$ cat src/rtl/dp_alu_pkg.sv
package dp_alu_pkg;

    typedef enum logic [3:0] {
        OP_AND = 4'h0, OP_EOR = 4'h1, OP_SUB = 4'h2, OP_RSB = 4'h3,
        OP_ADD = 4'h4, OP_ADC = 4'h5, OP_SBC = 4'h6, OP_RSC = 4'h7,
        OP_TST = 4'h8, OP_TEQ = 4'h9, OP_CMP = 4'hA, OP_CMN = 4'hB,
        OP_ORR = 4'hC, OP_MOV = 4'hD, OP_BIC = 4'hE, OP_MVN = 4'hF
    } alu_op_e;

    typedef struct packed {
        logic n;
        logic z;
        logic c;
        logic v;
    } nzcv_t;

    function automatic logic op_is_arith(alu_op_e op);
        case (op)
            OP_SUB, OP_RSB, OP_ADD, OP_ADC,
            OP_SBC, OP_RSC, OP_CMP, OP_CMN: return 1'b1;
            default:                        return 1'b0;
        endcase
    endfunction

    function automatic logic op_is_flag_only(alu_op_e op);
        case (op)
            OP_TST, OP_TEQ, OP_CMP, OP_CMN: return 1'b1;
            default:                        return 1'b0;
        endcase
    endfunction

endpackage

$ cat src/rtl/dp_alu_logic.sv
module dp_alu_logic
    import dp_alu_pkg::*;
#(
    parameter int W = 32
) (
    input  alu_op_e      op,
    input  logic [W-1:0] a,
    input  logic [W-1:0] b,
    output logic [W-1:0] y
);

    always_comb begin
        case (op)
            OP_AND, OP_TST: y = a & b;
            OP_EOR, OP_TEQ: y = a ^ b;
            OP_ORR:         y = a | b;
            OP_MOV:         y = b;
            OP_BIC:         y = a & ~b;
            OP_MVN:         y = ~b;
            default:        y = '0;
        endcase
    end

endmodule

$ cat src/rtl/dp_alu_adder.sv
module dp_alu_adder
    import dp_alu_pkg::*;
#(
    parameter int W = 32
) (
    input  alu_op_e      op,
    input  logic [W-1:0] a,
    input  logic [W-1:0] b,
    input  logic         carry_held,
    output logic [W-1:0] sum,
    output logic         cout,
    output logic         ovf
);

    localparam int MSB = W - 1;

    logic [W-1:0] x;
    logic [W-1:0] y;
    logic         cin;
    logic [W:0]   wide;

    always_comb begin
        case (op)
            OP_SUB, OP_CMP: begin x = a; y = ~b; cin = 1'b1;       end
            OP_RSB:         begin x = b; y = ~a; cin = 1'b1;       end
            OP_ADD, OP_CMN: begin x = a; y = b;  cin = 1'b0;       end
            OP_ADC:         begin x = a; y = b;  cin = carry_held; end
            OP_SBC:         begin x = a; y = ~b; cin = carry_held; end
            OP_RSC:         begin x = b; y = ~a; cin = carry_held; end
            default:        begin x = '0; y = '0; cin = 1'b0;      end
        endcase
    end

    assign wide = {1'b0, x} + {1'b0, y} + {{W{1'b0}}, cin};
    assign sum  = wide[W-1:0];
    assign cout = wide[W];
    assign ovf  = (x[MSB] == y[MSB]) && (wide[MSB] != x[MSB]);

endmodule

$ cat src/rtl/dp_alu_flags.sv
module dp_alu_flags
    import dp_alu_pkg::*;
(
    input  logic  clk,
    input  logic  rst_n,
    input  logic  upd,
    input  nzcv_t nxt,
    output nzcv_t q
);

    always_ff @(posedge clk or negedge rst_n) begin
        if (!rst_n) begin
            q <= '0;
        end else if (upd) begin
            q <= nxt;
        end
    end

endmodule

$ cat src/rtl/dp_alu_core.sv
module dp_alu_core
    import dp_alu_pkg::*;
#(
    parameter int W = 32
) (
    input  logic         clk,
    input  logic         rst_n,
    input  logic [3:0]   opcode,
    input  logic [W-1:0] op_a,
    input  logic [W-1:0] op_b,
    input  logic         shift_carry,
    input  logic         shift_is_lsl0,
    input  logic         set_flags,
    input  logic         dest_is_pc,
    output logic [W-1:0] result,
    output logic         write_en,
    output logic [3:0]   flags_nzcv
);

    alu_op_e      op_e;
    logic [W-1:0] logic_y;
    logic [W-1:0] add_y;
    logic         add_c;
    logic         add_v;
    logic         arith;
    logic         upd;
    nzcv_t        held;
    nzcv_t        nxt;

    assign op_e = alu_op_e'(opcode);

    dp_alu_logic #(.W(W)) u_logic (
        .op (op_e),
        .a  (op_a),
        .b  (op_b),
        .y  (logic_y)
    );

    dp_alu_adder #(.W(W)) u_adder (
        .op         (op_e),
        .a          (op_a),
        .b          (op_b),
        .carry_held (held.c),
        .sum        (add_y),
        .cout       (add_c),
        .ovf        (add_v)
    );

    assign arith    = op_is_arith(op_e);
    assign result   = arith ? add_y : logic_y;
    assign write_en = !op_is_flag_only(op_e);
    assign upd      = set_flags && !dest_is_pc;

    always_comb begin
        nxt.n = result[W-1];
        nxt.z = ~|result;
        if (arith) begin
            nxt.c = add_c;
            nxt.v = add_v;
        end else begin
            nxt.c = shift_is_lsl0 ? held.c : shift_carry;
            nxt.v = held.v;
        end
    end

    dp_alu_flags u_flags (
        .clk   (clk),
        .rst_n (rst_n),
        .upd   (upd),
        .nxt   (nxt),
        .q     (held)
    );

    assign flags_nzcv = held;

endmodule

$ cat config.mk
export PLATFORM = sky130hd
export DESIGN_NAME = dp_alu_core
export DESIGN_NICKNAME = d
export VERILOG_FILES = /design/src/rtl/dp_alu_pkg.sv /design/src/rtl/dp_alu_logic.sv /design/src/rtl/dp_alu_adder.sv /design/src/rtl/dp_alu_flags.sv /design/src/rtl/dp_alu_core.sv
export SDC_FILE = /design/constraint.sdc
export NUM_CORES = 1
export LEC_CHECK = 0
export ABC_AREA = 1
export CAP_MARGIN = 20
export CELL_PAD_IN_SITES_DETAIL_PLACEMENT = 1
export CELL_PAD_IN_SITES_GLOBAL_PLACEMENT = 1
export CORE_UTILIZATION = 36
export CTS_BUF_LIST = sky130_fd_sc_hd__clkbuf_4 sky130_fd_sc_hd__clkbuf_8
export CTS_CLUSTER_SIZE = 14
export DETAILED_ROUTE_END_ITERATION = 10
export PLACE_DENSITY = 0.92
export SLEW_MARGIN = 20
export SYNTH_ARGS = -nofsm -noshare
export SYNTH_HDL_FRONTEND = slang
export SYNTH_SLANG_ARGS = --single-unit
$ cat constraint.sdc
create_clock -name clk -period 3.7 [get_ports clk]
set_input_delay 0.37 -clock clk [delete_from_list [all_inputs] [get_ports clk]]
set_output_delay 0.37 -clock clk [all_outputs]
set_load 0.02 [all_outputs]
==> summary.md, run 1 <==
| Metric | Value |
|---|---|
| Worst ep type | `sequential cell input` |
| Yosys reg bits | `4` |
| Row Count | `46` |
| Number of port buffers | `110` |
| Root buffer cell | `clkbuf_8` |
| Largest net degree at the start of global routing | `32` |
| Initial Utilization | `between 30% and 40%` |
| Ys async rst share | `100%` |
| Register area share after synthesis | `~1.7%` |
| Ys flop type | `dfrtp_1` |
| Detail Placement HPWL | `~27000 um` |
| Outcome | `did not finish` |
| CTS H-tree lvls | `1` |
| Mapped Area | `5860 sq um` |
| Post-synth EDFFs | `0` |
| TritonCTS Buffers | `3` |
| Ys Warns | `0` |
| Stopped at | `5_1_grt` |
| Post-Synth Simple-Gate Area | `between 40% and 50%` |
| Post-CTS Hold Fix Bufs | `0` |
| CTS Buffer Depth | `2` |
| Mux contribution to synthesized area | `0%` |
| Largest area contributor in the netlist | `nand2_1` |
| Synth top area share | `26.7%` |
| Synth Area in Compound Gates | `about 19%` |
| Netlist cell types | `35` |
| Area contributors post-synth | `nand2_1 (27%), inv_1 (15%), ha_1 (13%)` |
| GPL Wtd Cong | `about 1.1` |
| Syn_nets | `1307` |
| Clock Sinks | `4` |
| Die Wd | `130 um` |
| Die Y | `~130 um` |
| Worst endpoint, post-GRT repair | `u_flags.q[2]$_DFFE_PN0P_/D` |
| Post-synthesis adder-cell area fraction | `around 14%` |
| Post-Synthesis Cells | `1168` |
| GRT Overall Usage | `between 70% and 80%` |
| Setup slack at placement | `-0.977 ns` |
| Top Ports | `roughly 110` |
| Grt total ovfl | `65` |
| Log Error | `[ERROR GRT-0232] Routing congestion too high. Check the congestion heatmap in the GUI.` |
| XOR/XNOR Fraction of Synth Area | `under 10%` |
| Largest family of logic cells by synthesized area | `simple AND/OR/NAND/NOR gates` |
| Post-synthesis area per instance | `between 5 and 6 sq um` |
## layer usage
layer,global-route usage (%),overflow
met1,73.7,0
met4,76.0,31
met5,11.8,0
met3,57.2,0
met2,92.8,34
## through the flow
step	std cells	hold WS (ns)	area [sq um]	util, %
CTS	1652	0.381	8870	55.9
detailed placement	1627	0.487	8390	52.8
global placement	1627	0.465	8390	52.8
floorplan	1168	0.0744	5860	-
## timing repair
action	CTS
gates resized for setup	185
buffers inserted	21
setup endpoints to repair	34
pin swaps	36
endpoints found under the hold margin	0
gates cloned	1
## synthesized netlist by cell type, types with 3 or more instances
master and number:
inv_2 6, ha_1 63, buf_1 3, nand4_1 16
nand3b_1 8, o211ai_1 9, o221ai_1 34, nand3_1 74
xor2_1 24, buf_2 12, o22ai_1 41, nor3_1 5
o21ai_0 32, a211oi_1 4, inv_1 227, nor2_1 102
a21oi_1 45, clkbuf_1 19, dfrtp_1 4, a31oi_1 3
nand2_1 417
## kinds of logic after synthesis
| kind of cell | after synthesis |
|---|---|
| simple gates | 625 |
| buf+inv | 272 |
| compound gates | 177 |
| fa+ha+maj | 65 |
| xor+xnor | 25 |
| flops | 4 |
==> inputs of run 2 (changes only) <==
--- a/config.mk
+++ b/config.mk
@@ -7,13 +7,9 @@
 export LEC_CHECK = 0
 export ABC_AREA = 1
 export CAP_MARGIN = 20
-export CELL_PAD_IN_SITES_DETAIL_PLACEMENT = 1
-export CELL_PAD_IN_SITES_GLOBAL_PLACEMENT = 1
-export CORE_UTILIZATION = 36
-export CTS_BUF_LIST = sky130_fd_sc_hd__clkbuf_4 sky130_fd_sc_hd__clkbuf_8
-export CTS_CLUSTER_SIZE = 14
+export CORE_UTILIZATION = 30
 export DETAILED_ROUTE_END_ITERATION = 10
-export PLACE_DENSITY = 0.92
+export PLACE_DENSITY_LB_ADDON = 0.15
 export SLEW_MARGIN = 20
 export SYNTH_ARGS = -nofsm -noshare
 export SYNTH_HDL_FRONTEND = slang
==> run 2 against run 1 <==
  * Synthesized area is the same
  * The flow now finishes without violations
  * Synthesized cell count is the same
==> summary.md, run 2 <==
| Metric | Value |
|---|---|
| Synth top area share | `26.7%` |
| Dpl cells | `1677` |
| Netlist cell types | `35` |
| Clock Sinks | `4` |
| Initial Utilization | `between 30 and 40%` |
| CTS H-tree lvls | `1` |
| Critical path cell sequence | `clkbuf_2 > inv_1 > nor2_1 > inv_1 > nor2_1 > a21oi_1 > inv_2 > nor2_4 > buf_6 > buf_8 > o22ai_1 > ha_1 > buf_4 > nand2_1 > nand2_2 > a21oi_2 > nand2_2 > buf_4 > nand2_1 > nand2_1 > nand2_1 > nand3_1 > nand2_2 > clkdlybuf4s15_2` |
| Most Frequent Cell on Critical Path | `nand2_1` |
| Hold Fails Final Rpt | `0` |
| CP startpoint kind | `primary input` |
| Clock Skews | `between 0.0006 and 0.0007 ns` |
| Register area share after synthesis | `1.71%` |
| Number of port buffers | `110` |
| Clock Pin Slew Worst Setup and Hold Paths | `around 0.030 ns` |
| Area after DPL | `about 8500 sq um` |
| CP required | `~3.3 ns` |
| Leakage | `about 5 nW` |
| Internal | `0.838 mW` |
| Maximum Capacitance Violations | `0` |
| Clock Latency Late Sink | `roughly 0.22 ns` |
| Tmin final | `~3.5 ns` |
| Slowest CP cell | `ha_1` |
| Row Count | `50` |
| Root buffer cell | `clkbuf_16` |
| Layout cells sized above 1 | `around a quarter` |
| DRT Pass-1 Iters | `6` |
| CTS Buffer Depth | `2` |
| Antenna cells | `0` |
| Share of power burned in registers | `approximately 3.3%` |
| Mapped Area | `approximately 6000 sq um` |
| Final instance area | `about 9000 sq um` |
| Crit-path leading delay family | `buffers and inverters` |
| Die Y | `about 140 um` |
| Die Wd | `about 140 um` |
| Most frequent cells in the layout | `nand2_1 (370), inv_1 (222), buf_4 (190)` |
| Ys flop type | `dfrtp_1` |
| Max Freq | `around 280 MHz` |
| Worst Path Buf+Inv | `9` |
| First-pass GRT wire length | `approximately 40000 um` |
| Gate power share | `86.9%` |
| Initial antenna violation count | `0` |
| Worst setup EP type | `output port` |
| Core Util, Final | `between 40 and 50%` |
| Vias in the first global route | `7760` |
| Slew @ Worst Pin | `between 0.6 and 0.7 ns` |
| Largest area contributor in the netlist | `nand2_1` |
| CP peak stage delay | `between 0.3 and 0.4 ns` |
| Max Slew Vio Count | `0` |
| Vias per cell | `~4.9` |
| TritonCTS Buffers | `3` |
| Via count | `about 8300` |
| Post-synthesis area per instance | `approximately 5 sq um` |
| Hold/Removal Path Class | `primary input to async pin` |
| Top cells by count, synth | `nand2_1 (417), inv_1 (227), nor2_1 (102), nand3_1 (74), ha_1 (63)` |
| Yosys reg bits | `4` |
| Maximum vdd drop | `~0.00014 V` |
| Grt total ovfl | `0` |
| Largest net degree at the start of global routing | `32` |
| Dominant cell by count in the synthesized netlist | `nand2_1` |
| Pwr per Cell Area | `189 nW/um^2` |
| Initial drt markers | `a little over 400` |
| Switch Pwr | `approximately 0.87 mW` |
| Detail Placement HPWL | `approximately 21000 um` |
| Final period util | `a little over nine tenths` |
| GPL Wtd Cong | `about 0.94` |
| CP Data Arrival Time | `roughly 3.1 ns` |
| Final ANT Viol Nets | `0` |
| # DRC | `0` |
| Area Overhead vs Synth | `54.2%` |
| Clk pwr share | `9.8%` |
| Crit path max fanout | `8` |
| Fillers | `between 2000 and 2500` |
| Post-Synthesis Cells | `approximately 1200` |
| Number of flip-flops under the largest register name | `4` |
| Slew headroom | `between 50% and 60%` |
| Ys async rst share | `100%` |
| Setup slack at placement | `-0.749 ns` |
| Setup CP Type | `primary input to output port` |
| # nets final | `around 1600` |
| Fin Hold WS | `approximately 0.36 ns` |
| Top Ports | `between 100 and 150` |
| Setup TNS Final | `0 ns` |
| Syn_nets | `1307` |
| Outcome | `finished clean` |
| Wire per inst | `between 15 and 20 um` |
| Pwr Total | `1.71 mW` |
| Largest registers | `u_flags.q: 4 flops` |
| Area contributors post-synth | `nand2_1 (27%), inv_1 (15%), ha_1 (13%)` |
| Core area | `between 15000 and 20000 sq um` |
| Die area | `20100 sq um` |
| GRT Overall Usage | `between 20% and 30%` |
| Ys Warns | `0` |
| Endpoints failing setup | `0` |
| Fin worst setup slack | `around 0.19 ns` |
| CTS tree | `built` |
| Switching part of the total | `about 50%` |
| Drt total wl | `26200 um` |
| Post-synth EDFFs | `0` |
| Post-CTS Hold Fix Bufs | `0` |
| Largest Register | `u_flags.q` |
| Leading cell type in the layout, fill and taps excluded | `nand2_1` |
| Non-Filler Instances | `approximately 1700` |
-- run 2: area by class of cell --
cell class	count	area (sq um)	share of cell area, %
clock buffers	3	75.1	0.831
multi-input cells	892	5060	56.1
well taps	260	325	3.60
inverters	234	878	9.73
repair buffers	308	2590	28.7
flip-flops and latches	4	100	1.11
-- run 2: path summary, 6_finish.rpt --
path                                    from  cells past startpoint  slack, ns            to
max in group asynchronous              rst_n                      1       3.17  u_flags.q[2]
worst min register to register  u_flags.q[3]                      2       0.48  u_flags.q[3]
worst max-delay path               opcode[3]                     24       0.19    result[16]
worst min-delay path                   rst_n                      1       0.36  u_flags.q[3]
min in group clk                u_flags.q[3]                      2       0.48  u_flags.q[3]
worst max register to register  u_flags.q[1]                     21       0.59  u_flags.q[2]
-- run 2: per-layer routing --
layer,vias to the layer above,part of all wire [%],track usage [%]
li1,4300,-,-
met1,3656,44,31.9
met2,269,48,46.2
met3,48,4.2,1.62
met4,0,4.1,10.6
met5,-,0,0
-- run 2: repair_timing --
action	4_1_cts	5_1_grt
setup endpoints to repair	33	31
pin swaps	16	50
gates cloned	1	0
resized for setup	124	102
buffers inserted	7	14
-- run 2: worst register-to-register path, stage by stage, from the launching register on --
cell and delay [ns]:
dfrtp_1 0.42, a31oi_1 0.16, fa_2 0.43, fa_2 0.38, inv_1 0.08, nand2_1 0.05, nand2_1 0.08, nand3_1 0.11
nand2_2 0.11, nand2_1 0.08, nand2_2 0.12, nand2_1 0.07, nand3_1 0.08, nand2_2 0.11, nor2_2 0.11, nand2_1 0.05
nor2_1 0.11, buf_4 0.13, nand2_1 0.06, nor2_2 0.14, nand2_2 0.09, nand2_1 0.08
-- run 2: cell families after synthesis --
family	after synthesis	synth area share (%)
fa+ha+maj	65	14.1
flops	4	1.71
buf+inv	272	18.1
simple gates	625	43.1
xor+xnor	25	3.74
compound gates	177	19.3
-- run 2: power by group through the flow --
stage	Combinational, mW	Clock, mW	Sequential, mW
after global routing	1.62	0.174	0.0558
final	1.48	0.167	0.0556
after global placement	1.39	0	0.0563
after CTS	1.41	0.170	0.0555
after floorplan	0.699	0	0.0589
after detailed placement	1.39	0	0.0559
Note: power is estimated with default switching activity, not from simulation.
==> inputs of run 3 (changes only) <==
--- a/config.mk
+++ b/config.mk
@@ -14,3 +14,4 @@
 export SYNTH_ARGS = -nofsm -noshare
 export SYNTH_HDL_FRONTEND = slang
 export SYNTH_SLANG_ARGS = --single-unit
+export TNS_END_PERCENT = 1
==> run 3 against run 2 <==
  * Critical path depth increased by 2
  * Worst setup slack better by 0.011 ns
  * Power grew 0.55%
  * Via count decreased by 0.37%
  * Core utilization is 0.15 points higher
  * Register-to-register slack improved by 0.04 ns
==> summary.md, run 3 (same netlist as run 2, synthesis figures left out) <==
| Metric | Value |
|---|---|
| Vias per cell | `4.84` |
| Non-Filler Instances | `1703` |
| Via count | `8242` |
| Internal | `~0.85 mW` |
| # nets final | `1584` |
| Maximum Capacitance Violations | `0` |
| Fin Hold WS | `roughly 0.36 ns` |
| # DRC | `0` |
| Area Overhead vs Synth | `54.7%` |
| Vias in the first global route | `about 8000` |
| Leakage | `about 5 nW` |
| Share of power burned in registers | `under 10%` |
| Clock Sinks | `4` |
| Max Freq | `between 200 and 300 MHz` |
| Switch Pwr | `a little under 0.9 mW` |
| Worst r2r src | `u_flags.q[1]` |
| First-pass GRT wire length | `between 40000 and 50000 um` |
| Setup TNS Final | `0 ns` |
| Max Slew Vio Count | `0` |
| Pwr Total | `around 1.7 mW` |
| Most frequent cells in the layout | `nand2_1 (371), inv_1 (222), buf_4 (195)` |
| Number of port buffers | `110` |
| Largest net degree at the start of global routing | `32` |
| Final period util | `between 90% and 100%` |
| Detail Placement HPWL | `around 21000 um` |
| DRT Pass-1 Iters | `5` |
| Die area | `about 20000 sq um` |
| Die Wd | `~140 um` |
| TritonCTS Buffers | `3` |
| Hold Fails Final Rpt | `0` |
| Switching part of the total | `50.5%` |
| Largest registers | `u_flags.q: 4 flops` |
| CTS tree | `built` |
| Final ANT Viol Nets | `0` |
| Outcome | `finished clean` |
| CTS H-tree lvls | `1` |
| Pwr per Cell Area | `around 190 nW/um^2` |
| Leading cell type in the layout, fill and taps excluded | `nand2_1` |
| Maximum vdd drop | `0.000144 V` |
| Clock Pin Slew Worst Setup and Hold Paths | `0.03 ns` |
| Largest Register | `u_flags.q` |
| Clock Latency Late Sink | `about 0.22 ns` |
| Number of flip-flops under the largest register name | `4` |
| CP required | `approximately 3.3 ns` |
| Layout cells sized above 1 | `between 20% and 30%` |
| Root buffer cell | `clkbuf_16` |
| Drt total wl | `26100 um` |
| Row Count | `50` |
| Setup CP Type | `primary input to output port` |
| Core area | `~19000 sq um` |
| CP startpoint kind | `primary input` |
| Initial drt markers | `approximately 450` |
| RSZ-0062 raised after global routing | `no` |
| Tmin final | `3.50 ns` |
| Wire per inst | `~15 um` |
| Setup slack at placement | `-0.749 ns` |
| Worst setup EP type | `output port` |
| Post-CTS Hold Fix Bufs | `0` |
| CTS Buffer Depth | `2` |
| CP Launch Point | `opcode[3]` |
| Core Util, Final | `between 40% and 50%` |
| Slew @ Worst Pin | `~0.56 ns` |
| Top Ports | `between 100 and 150` |
| Gate power share | `87.0%` |
| Die Y | `142 um` |
| Area after DPL | `~8500 sq um` |
| Slew headroom | `62.3%` |
| Hold/Removal Path Class | `primary input to async pin` |
| Initial antenna violation count | `0` |
| Final instance area | `approximately 9100 sq um` |
| Grt total ovfl | `0` |
| GRT Overall Usage | `25.9%` |
| Antenna cells | `0` |
| CP Data Arrival Time | `3.13 ns` |
| GPL Wtd Cong | `0.942` |
| Crit path max fanout | `6` |
| Reg2Reg Depth | `21` |
| Clock Skews | `around 0.0006 ns` |
| Initial Utilization | `around 31%` |
| Clk pwr share | `between 9 and 10%` |
| Endpoints failing setup | `0` |
| Fin worst setup slack | `roughly 0.20 ns` |
| Dpl cells | `around 1700` |
## run 3: repair_timing
item / in CTS / in global routing
gates resized for setup: 152 / 81
pin swaps: 16 / 55
buffers inserted: 6 / 17
cloned: 1 / 0
setup endpoints to repair: 33 / 33
## run 3: power groups by stage
stage	Clock [mW]	Combinational [mW]	Sequential, mW
after floorplan	0	0.699	0.0589
after global placement	0	1.39	0.0563
after detailed placement	0	1.39	0.0559
after CTS	0.170	1.42	0.0555
after global routing	0.174	1.63	0.0558
final	0.167	1.49	0.0555
## run 3: path summary, 6_finish.rpt
check	to	slack [ns]
worst min-delay path	u_flags.q[3]	0.36
worst max-delay path	result[31]	0.20
min in group clk	u_flags.q[3]	0.48
worst max register to register	u_flags.q[2]	0.63
worst min register to register	u_flags.q[3]	0.48
max in group asynchronous	u_flags.q[2]	3.17
## run 3: layout make-up
type                    count  area [sq um]
repair buffers            310          2620
flip-flops and latches      4           100
multi-input cells         892          5060
inverters                 234           878
clock buffers               3          75.1
fillers                  2066          9840
well taps                 260           325
## run 3: routing by layer
layer  global-route usage, %  up-vias  wire length (um)
met4                    11.1        0              1120
met2                    46.2      234             12300
li1                        -     4305                 -
met1                    32.0     3653             11500
met5                       0        -                 0
met3                    1.59       50              1090
## run 3: critical path, cell delays in order
cell and delay, ns:
clkbuf_2 0.10, inv_1 0.05, nor2_1 0.03, inv_1 0.07
nor2_1 0.04, a21oi_1 0.15, inv_2 0.09, nor2_4 0.16
buf_8 0.17, buf_6 0.13, o22ai_1 0.07, ha_1 0.36
nand2_1 0.11, nand2_2 0.09, nand2_2 0.07, nand2_2 0.06
a21oi_2 0.14, nor2_1 0.05, nor3_1 0.19, buf_4 0.16
nand2_1 0.06, nand2_1 0.06, nand3_1 0.06, nand2_1 0.10
inv_1 0.04, buf_4 0.15
